--- src/rtl/rbu_pkg.sv ---
package rbu_pkg;
  localparam logic [7:0] OP_BSR    = 8'hAD;
  localparam logic [3:0] BR_GROUP  = 4'h2;
  localparam int         INSTR_LEN = 2;

  typedef struct packed {
    logic h;
    logic i;
    logic n;
    logic z;
    logic c;
  } ccr_t;

  typedef enum logic [1:0] {
    K_ILL,
    K_BR,
    K_BSR
  } kind_t;

  typedef enum logic [1:0] {
    S_IDLE,
    S_PREP,
    S_PUSH,
    S_WAIT
  } state_t;
endpackage

--- src/rtl/rbu_cond.sv ---
module rbu_cond
  import rbu_pkg::*;
(
  input  logic [7:0] opcode,
  input  ccr_t       ccr,
  input  logic       pin,
  output kind_t      kind,
  output logic       taken
);
  logic [7:0] truth;

  // one truth bit per condition pair, indexed by opcode[3:1]
  always_comb begin
    truth[0] = 1'b1;
    truth[1] = ~(ccr.c | ccr.z);
    truth[2] = ~ccr.c;
    truth[3] = ~ccr.z;
    truth[4] = ~ccr.h;
    truth[5] = ~ccr.n;
    truth[6] = ~ccr.i;
    truth[7] = ~pin;
  end

  always_comb begin
    if (opcode[7:4] == BR_GROUP) begin
      kind  = K_BR;
      taken = truth[opcode[3:1]] ^ opcode[0];
    end else if (opcode == OP_BSR) begin
      kind  = K_BSR;
      taken = 1'b1;
    end else begin
      kind  = K_ILL;
      taken = 1'b0;
    end
  end
endmodule

--- src/rtl/rbu_target.sv ---
module rbu_target
  import rbu_pkg::*;
#(
  parameter int ADDR_W = 16,
  parameter int DATA_W = 8
) (
  input  logic [ADDR_W-1:0] op_addr,
  input  logic [DATA_W-1:0] disp,
  output logic [ADDR_W-1:0] seq_addr,
  output logic [ADDR_W-1:0] tgt_addr
);
  localparam int EXT_W = ADDR_W - DATA_W;

  logic [ADDR_W-1:0] disp_ext;

  assign disp_ext = {{EXT_W{disp[DATA_W-1]}}, disp};
  assign seq_addr = op_addr + ADDR_W'(INSTR_LEN);
  assign tgt_addr = seq_addr + disp_ext;
endmodule

--- src/rtl/rbu_ctrl.sv ---
module rbu_ctrl
  import rbu_pkg::*;
#(
  parameter int BR_CYCLES  = 3,
  parameter int BSR_CYCLES = 6,
  parameter int NBYTES     = 2,
  parameter int IDX_W      = 1,
  parameter int CNT_W      = 4
) (
  input  logic             clk,
  input  logic             rst_n,
  input  logic             accept,
  input  kind_t            kind,
  input  logic             stk_ready,
  output logic             ins_ready,
  output logic             stk_valid,
  output logic [IDX_W-1:0] byte_idx,
  output logic             push_fire,
  output logic             done
);
  // acceptance cycle, one prepare cycle, NBYTES push cycles, then the wait tail
  localparam logic [CNT_W-1:0] BR_WAIT  = CNT_W'(BR_CYCLES - 2);
  localparam logic [CNT_W-1:0] BSR_WAIT = CNT_W'(BSR_CYCLES - 3 - NBYTES);
  localparam logic [IDX_W-1:0] LAST_IDX = IDX_W'(NBYTES - 1);

  state_t           state;
  logic [CNT_W-1:0] cnt;
  logic [IDX_W-1:0] idx;

  assign ins_ready = (state == S_IDLE);
  assign stk_valid = (state == S_PUSH);
  assign push_fire = stk_valid && stk_ready;
  assign done      = (state == S_WAIT) && (cnt == '0);
  assign byte_idx  = idx;

  always_ff @(posedge clk or negedge rst_n) begin
    if (!rst_n) begin
      state <= S_IDLE;
      cnt   <= '0;
      idx   <= '0;
    end else begin
      unique case (state)
        S_IDLE: begin
          if (accept) begin
            unique case (kind)
              K_BR: begin
                state <= S_WAIT;
                cnt   <= BR_WAIT;
              end
              K_BSR: begin
                state <= S_PREP;
              end
              default: begin
                state <= S_WAIT;
                cnt   <= '0;
              end
            endcase
          end
        end
        S_PREP: begin
          state <= S_PUSH;
          idx   <= '0;
        end
        S_PUSH: begin
          if (stk_ready) begin
            if (idx == LAST_IDX) begin
              state <= S_WAIT;
              cnt   <= BSR_WAIT;
            end else begin
              idx <= idx + 1'b1;
            end
          end
        end
        S_WAIT: begin
          if (cnt == '0) state <= S_IDLE;
          else           cnt   <= cnt - 1'b1;
        end
        default: state <= S_IDLE;
      endcase
    end
  end
endmodule

--- src/rtl/rel_branch_unit.sv ---
module rel_branch_unit
  import rbu_pkg::*;
#(
  parameter int ADDR_W     = 16,
  parameter int DATA_W     = 8,
  parameter int BR_CYCLES  = 3,
  parameter int BSR_CYCLES = 6
) (
  input  logic              clk,
  input  logic              rst_n,
  input  logic              ins_valid,
  output logic              ins_ready,
  input  logic [7:0]        ins_opcode,
  input  logic [DATA_W-1:0] ins_disp,
  input  logic [ADDR_W-1:0] ins_addr,
  input  logic [ADDR_W-1:0] sp_in,
  input  logic              flag_h,
  input  logic              flag_i,
  input  logic              flag_n,
  input  logic              flag_z,
  input  logic              flag_c,
  input  logic              irq_level,
  output logic              done,
  output logic              taken,
  output logic              err,
  output logic [ADDR_W-1:0] pc_next,
  output logic [ADDR_W-1:0] sp_out,
  output logic              stk_valid,
  input  logic              stk_ready,
  output logic [ADDR_W-1:0] stk_addr,
  output logic [DATA_W-1:0] stk_data
);
  localparam int NBYTES = ADDR_W / DATA_W;
  localparam int IDX_W  = (NBYTES > 1) ? $clog2(NBYTES) : 1;
  localparam int CNT_W  = $clog2(BR_CYCLES + BSR_CYCLES + 1);

  ccr_t              ccr;
  kind_t             kind;
  logic              cond_taken;
  logic [ADDR_W-1:0] seq_addr;
  logic [ADDR_W-1:0] tgt_addr;
  logic              accept;
  logic [IDX_W-1:0]  byte_idx;
  logic              push_fire;

  logic [ADDR_W-1:0] pc_q;
  logic [ADDR_W-1:0] sp_q;
  logic [ADDR_W-1:0] ret_q;
  logic              taken_q;
  logic              err_q;

  assign ccr    = ccr_t'({flag_h, flag_i, flag_n, flag_z, flag_c});
  assign accept = ins_valid && ins_ready;

  rbu_cond u_cond (
    .opcode (ins_opcode),
    .ccr    (ccr),
    .pin    (irq_level),
    .kind   (kind),
    .taken  (cond_taken)
  );

  rbu_target #(
    .ADDR_W (ADDR_W),
    .DATA_W (DATA_W)
  ) u_target (
    .op_addr  (ins_addr),
    .disp     (ins_disp),
    .seq_addr (seq_addr),
    .tgt_addr (tgt_addr)
  );

  rbu_ctrl #(
    .BR_CYCLES  (BR_CYCLES),
    .BSR_CYCLES (BSR_CYCLES),
    .NBYTES     (NBYTES),
    .IDX_W      (IDX_W),
    .CNT_W      (CNT_W)
  ) u_ctrl (
    .clk       (clk),
    .rst_n     (rst_n),
    .accept    (accept),
    .kind      (kind),
    .stk_ready (stk_ready),
    .ins_ready (ins_ready),
    .stk_valid (stk_valid),
    .byte_idx  (byte_idx),
    .push_fire (push_fire),
    .done      (done)
  );

  // results are captured once, in the acceptance cycle
  always_ff @(posedge clk or negedge rst_n) begin
    if (!rst_n) begin
      pc_q    <= '0;
      sp_q    <= '0;
      ret_q   <= '0;
      taken_q <= 1'b0;
      err_q   <= 1'b0;
    end else if (accept) begin
      ret_q <= seq_addr;
      sp_q  <= sp_in;
      unique case (kind)
        K_BR: begin
          taken_q <= cond_taken;
          pc_q    <= cond_taken ? tgt_addr : seq_addr;
          err_q   <= 1'b0;
        end
        K_BSR: begin
          taken_q <= 1'b1;
          pc_q    <= tgt_addr;
          err_q   <= 1'b0;
        end
        default: begin
          taken_q <= 1'b0;
          pc_q    <= ins_addr;
          err_q   <= 1'b1;
        end
      endcase
    end else if (push_fire) begin
      sp_q <= sp_q - 1'b1;
    end
  end

  // return address split into stack bytes, least significant first
  logic [DATA_W-1:0] ret_bytes [NBYTES];
  for (genvar gi = 0; gi < NBYTES; gi++) begin : g_ret_byte
    assign ret_bytes[gi] = ret_q[gi*DATA_W +: DATA_W];
  end

  assign stk_addr = sp_q;
  assign stk_data = ret_bytes[byte_idx];
  assign sp_out   = sp_q;
  assign pc_next  = pc_q;
  assign taken    = taken_q;
  assign err      = err_q;
endmodule

--- config.mk ---
export PLATFORM = sky130hd
export DESIGN_NAME = rel_branch_unit
export DESIGN_NICKNAME = d
export VERILOG_FILES = /design/src/rtl/rbu_pkg.sv /design/src/rtl/rbu_cond.sv /design/src/rtl/rbu_target.sv /design/src/rtl/rbu_ctrl.sv /design/src/rtl/rel_branch_unit.sv
export SDC_FILE = /design/constraint.sdc
export NUM_CORES = 1
export LEC_CHECK = 0
export BUFFER_PORTS_ARGS = -buffer_cell sky130_fd_sc_hd__buf_2
export CAP_MARGIN = 40
export CORE_MARGIN = 2
export CORE_UTILIZATION = 48
export CTS_CLUSTER_DIAMETER = 100
export DETAILED_ROUTE_END_ITERATION = 10
export PLACE_DENSITY = 0.75
export REMOVE_ABC_BUFFERS = 1
export SLEW_MARGIN = 30
export SYNTH_ARGS = -nofsm -noshare
export SYNTH_HDL_FRONTEND = slang
export SYNTH_SLANG_ARGS = --single-unit
--- constraint.sdc ---
create_clock -name clk -period 1.95 [get_ports clk]
set_input_delay 0.195 -clock clk [delete_from_list [all_inputs] [get_ports clk]]
set_output_delay 0.195 -clock clk [all_outputs]
set_load 0.01 [all_outputs]
==> qor.yml <==
run_status:
  status: "finished, violations left"
  violations: "setup timing"
timing:
  setup_violations: 11
  hold_slack_ns: 0.0545
  finalSetupTns_ns: -2.26
  tightest_slew_ns: 0.522
  finalWorstSetupSlack_ns: -0.325
  drv_slew: 0
  rsz0062_at_grt: "true"
  finalHoldViolations: 0
  finClkSkew_ns: 0.0114
  period_share_pct: 117
  min_period_ns: 2.27
  maxSlewHeadroom_pct: 65.2
  fmax_mhz: 440
clocking:
  cts_made_buffers: 9
  cts_num_sinks: 57
  cts_tree: "done"
  root_buffer: "clkbuf_8"
  insertion_delay_ns: 0.35
  path_clk_slew_ns: 0.08
  htree_levels: 3
  cts_buffer_depth: 2
finish:
  syn2layout_area_growth_pct: 60.7
  n_antenna_cell: 0
  fin_nets: 819
  multi_input_area_um2: 3230
  drive_gt1_share_pct: 52.2
  layout.cells.non_filler: 846
  fillers: 535
  final_core_util_pct: 78.8
  design_area_um2: 6840
  seqCellArea_um2: 1430
worst_setup_path:
  critPathMaxFanout: 4
  cp-start-kind: "input pin"
  required_ns: 2.22
  crit_path_end_kind: "flip-flop"
  cp.arrival_ns: 2.54
  criticalPathCategory: "in -> reg"
pwr:
  ir_worst_vdd_mv: 0.540
  p_total_mw: 7.65
  p_per_area_nw_per_um2: 1120
  power_leakage_nw: 3.20
synthesis:
  synth-edff-count: 0
  syn_inst: 501
  ys.flop_type: "dfrtp_1"
  synthArstFlopShare_pct: 100
  ys_ff_latch: 57
  syn_avg_cell_area_um2: 8.50
  synth_cell_type_count: 53
  synth.cell_area_um2: 4260
  synth_seq_area_share_pct: 33.5
  ys_warn_count: 0
placement:
  pre_cts_ws_ns: -1.06
  routabilityCongestion: 1.06
  dp_cells: 811
  port_buffers: 118
  hpwl_um: 9920
  placed_area_um2: 5700
routing:
  dr.first_iter.drc_count: 300
  wl_per_cell_um: 17.7
  drt_first_pass_iters: 5
  wirelength_um: 15000
  vias: 4877
  vias_per_cell: 5.76
  drt.antenna.violating_nets: 0
  drc: 0
floorplanning:
  pin_count: 119
  design.die.area_um2: 9640
  fp.dieH_um: 98.2
  coreArea_um2: 8680
  initial_core_util_pct: 49.0
  die_w_um: 98.2
  row_count: 34
global_routing:
  grt_max_degree: 58
  grt_pass1_vias: 4796
  grt_use_total_pct: 28.8
  antenna_found_initial: 0
  grt_pass1_wl_um: 22500
  overflow: 0
min_path:
  hold_path_class: "in -> reg"
job:
  cap_viol_max_count: 0
-- registers in the layout, indices dropped and copies added, names as in the netlist --
register	count
pc_next	16
sp_out	16
u_ctrl.byte_idx	1
u_ctrl.state	2
taken	1
ret_q	16
u_ctrl.cnt	4
err	1
-- routing by layer --
metal,vias up,wire [um],track usage (%)
li1,2230,-,-
met1,2325,5820,35.0
met2,267,7590,50.6
met3,55,1100,5.08
met4,0,498,11.4
met5,-,0,0
-- critical path: stages --
cell,delay [ns]
buf_8,0.08
and4_4,0.27
nand4_1,0.26
xnor2_2,0.35
buf_4,0.20
ha_4,0.21
and3_4,0.16
a311oi_2,0.25
or4b_4,0.48
o211ai_1,0.09
-- final timing paths --
| path | depth (start not counted) | endpoint | start | slack, ns |
|---|---|---|---|---|
| min in group asynchronous | 3 | sp_out[0] | rst_n | 0.39 |
| worst max-delay path | 10 | pc_next[14] | ins_addr[5] | -0.32 |
| worst min-delay path | 3 | sp_out[7] | sp_in[7] | 0.05 |
| max in group asynchronous | 3 | pc_next[11] | rst_n | 1.30 |
| worst max register to register | 7 | u_ctrl.cnt[3] | u_ctrl.state[1] | -0.03 |
| worst min register to register | 2 | ret_q[14] | ret_q[14] | 0.48 |
-- power breakdown --
| part | total, mW | internal (mW) | switching [mW] |
|---|---|---|---|
| sequential | 2.20 | 1.75 | 0.453 |
| combinational | 4.24 | 2.04 | 2.20 |
| clock | 1.21 | 0.692 | 0.517 |
| total | 7.65 | 4.48 | 3.17 |
-- area by class of cell --
type,instances,share of cell area [%]
timing repair buffer,256,25.4
tap,108,1.98
clock buffer,12,2.41
clock inverter,4,0.732
multi-input combinational,384,47.2
sequential,57,20.9
inverter,25,1.41
-- cell usage after synthesis (2+ instances only) --
master    count  area share [%]
o31ai_1       2            0.35
a311oi_1      3            0.62
o21a_1        5            0.88
or4_1         3            0.53
ha_1         27             7.9
o21bai_1      2            0.35
nor2_1       32             2.8
nand3_1      10             1.2
xor2_1       13             2.7
nor3_1        6            0.71
o22a_1        2            0.41
or4b_1        2            0.47
dfrtp_1      57              34
o21ai_0      49             5.8
a221oi_1      6             1.2
a21oi_1      27             3.2
a21o_1        6             1.1
clkbuf_1     16             1.4
nor4_1       13             1.9
a31oi_1       5            0.73
o22ai_1       2            0.29
mux2i_1       3            0.71
buf_4        17             3.0
o221ai_1      4            0.82
and3_1        6            0.88
and2_1        2            0.29
mux2_2       12             3.2
buf_2         2            0.24
nand4_1       2            0.29
a211oi_1      4            0.71
o211ai_1      3            0.53
a221o_1       6             1.4
nand2_1      69             6.1
inv_1        25             2.2
nor2b_1       4            0.59
or3_1         2            0.29
nand2b_1     10             1.5
xnor2_1      27             5.6
-- cell families after synthesis --
kind of cell | share of synthesized area (%)
and+or+nand+nor | 18.5
AOI/OAI and AO/OA | 19.8
buffers and inverters | 6.85
DFF | 33.5
xor gates and xnor gates | 8.61
adders and majority gates | 8.41
muxes | 4.41
-- what timing repair did --
action	4_1_cts	5_1_grt
setup endpoints to repair	23	25
pin swaps	51	39
hold buffers	1	0
buffers inserted	12	8
gates resized for setup	120	40
endpoints found under the hold margin	57	0
-- cell usage in the layout (no fill, tap or decap), drive strengths merged, types with 14 or more instances in the layout --
| cell | Yosys | routed |
|---|---|---|
| buf | 19 | 255 |
| nand2 | 69 | 69 |
| dfrtp | 57 | 57 |
| o21ai | 50 | 50 |
| nor2 | 32 | 32 |
| a21oi | 28 | 28 |
| xnor2 | 27 | 27 |
| ha | 27 | 27 |
| inv | 25 | 25 |
| xor2 | 14 | 14 |
No activity file was read; power rests on OpenSTA's default activity.
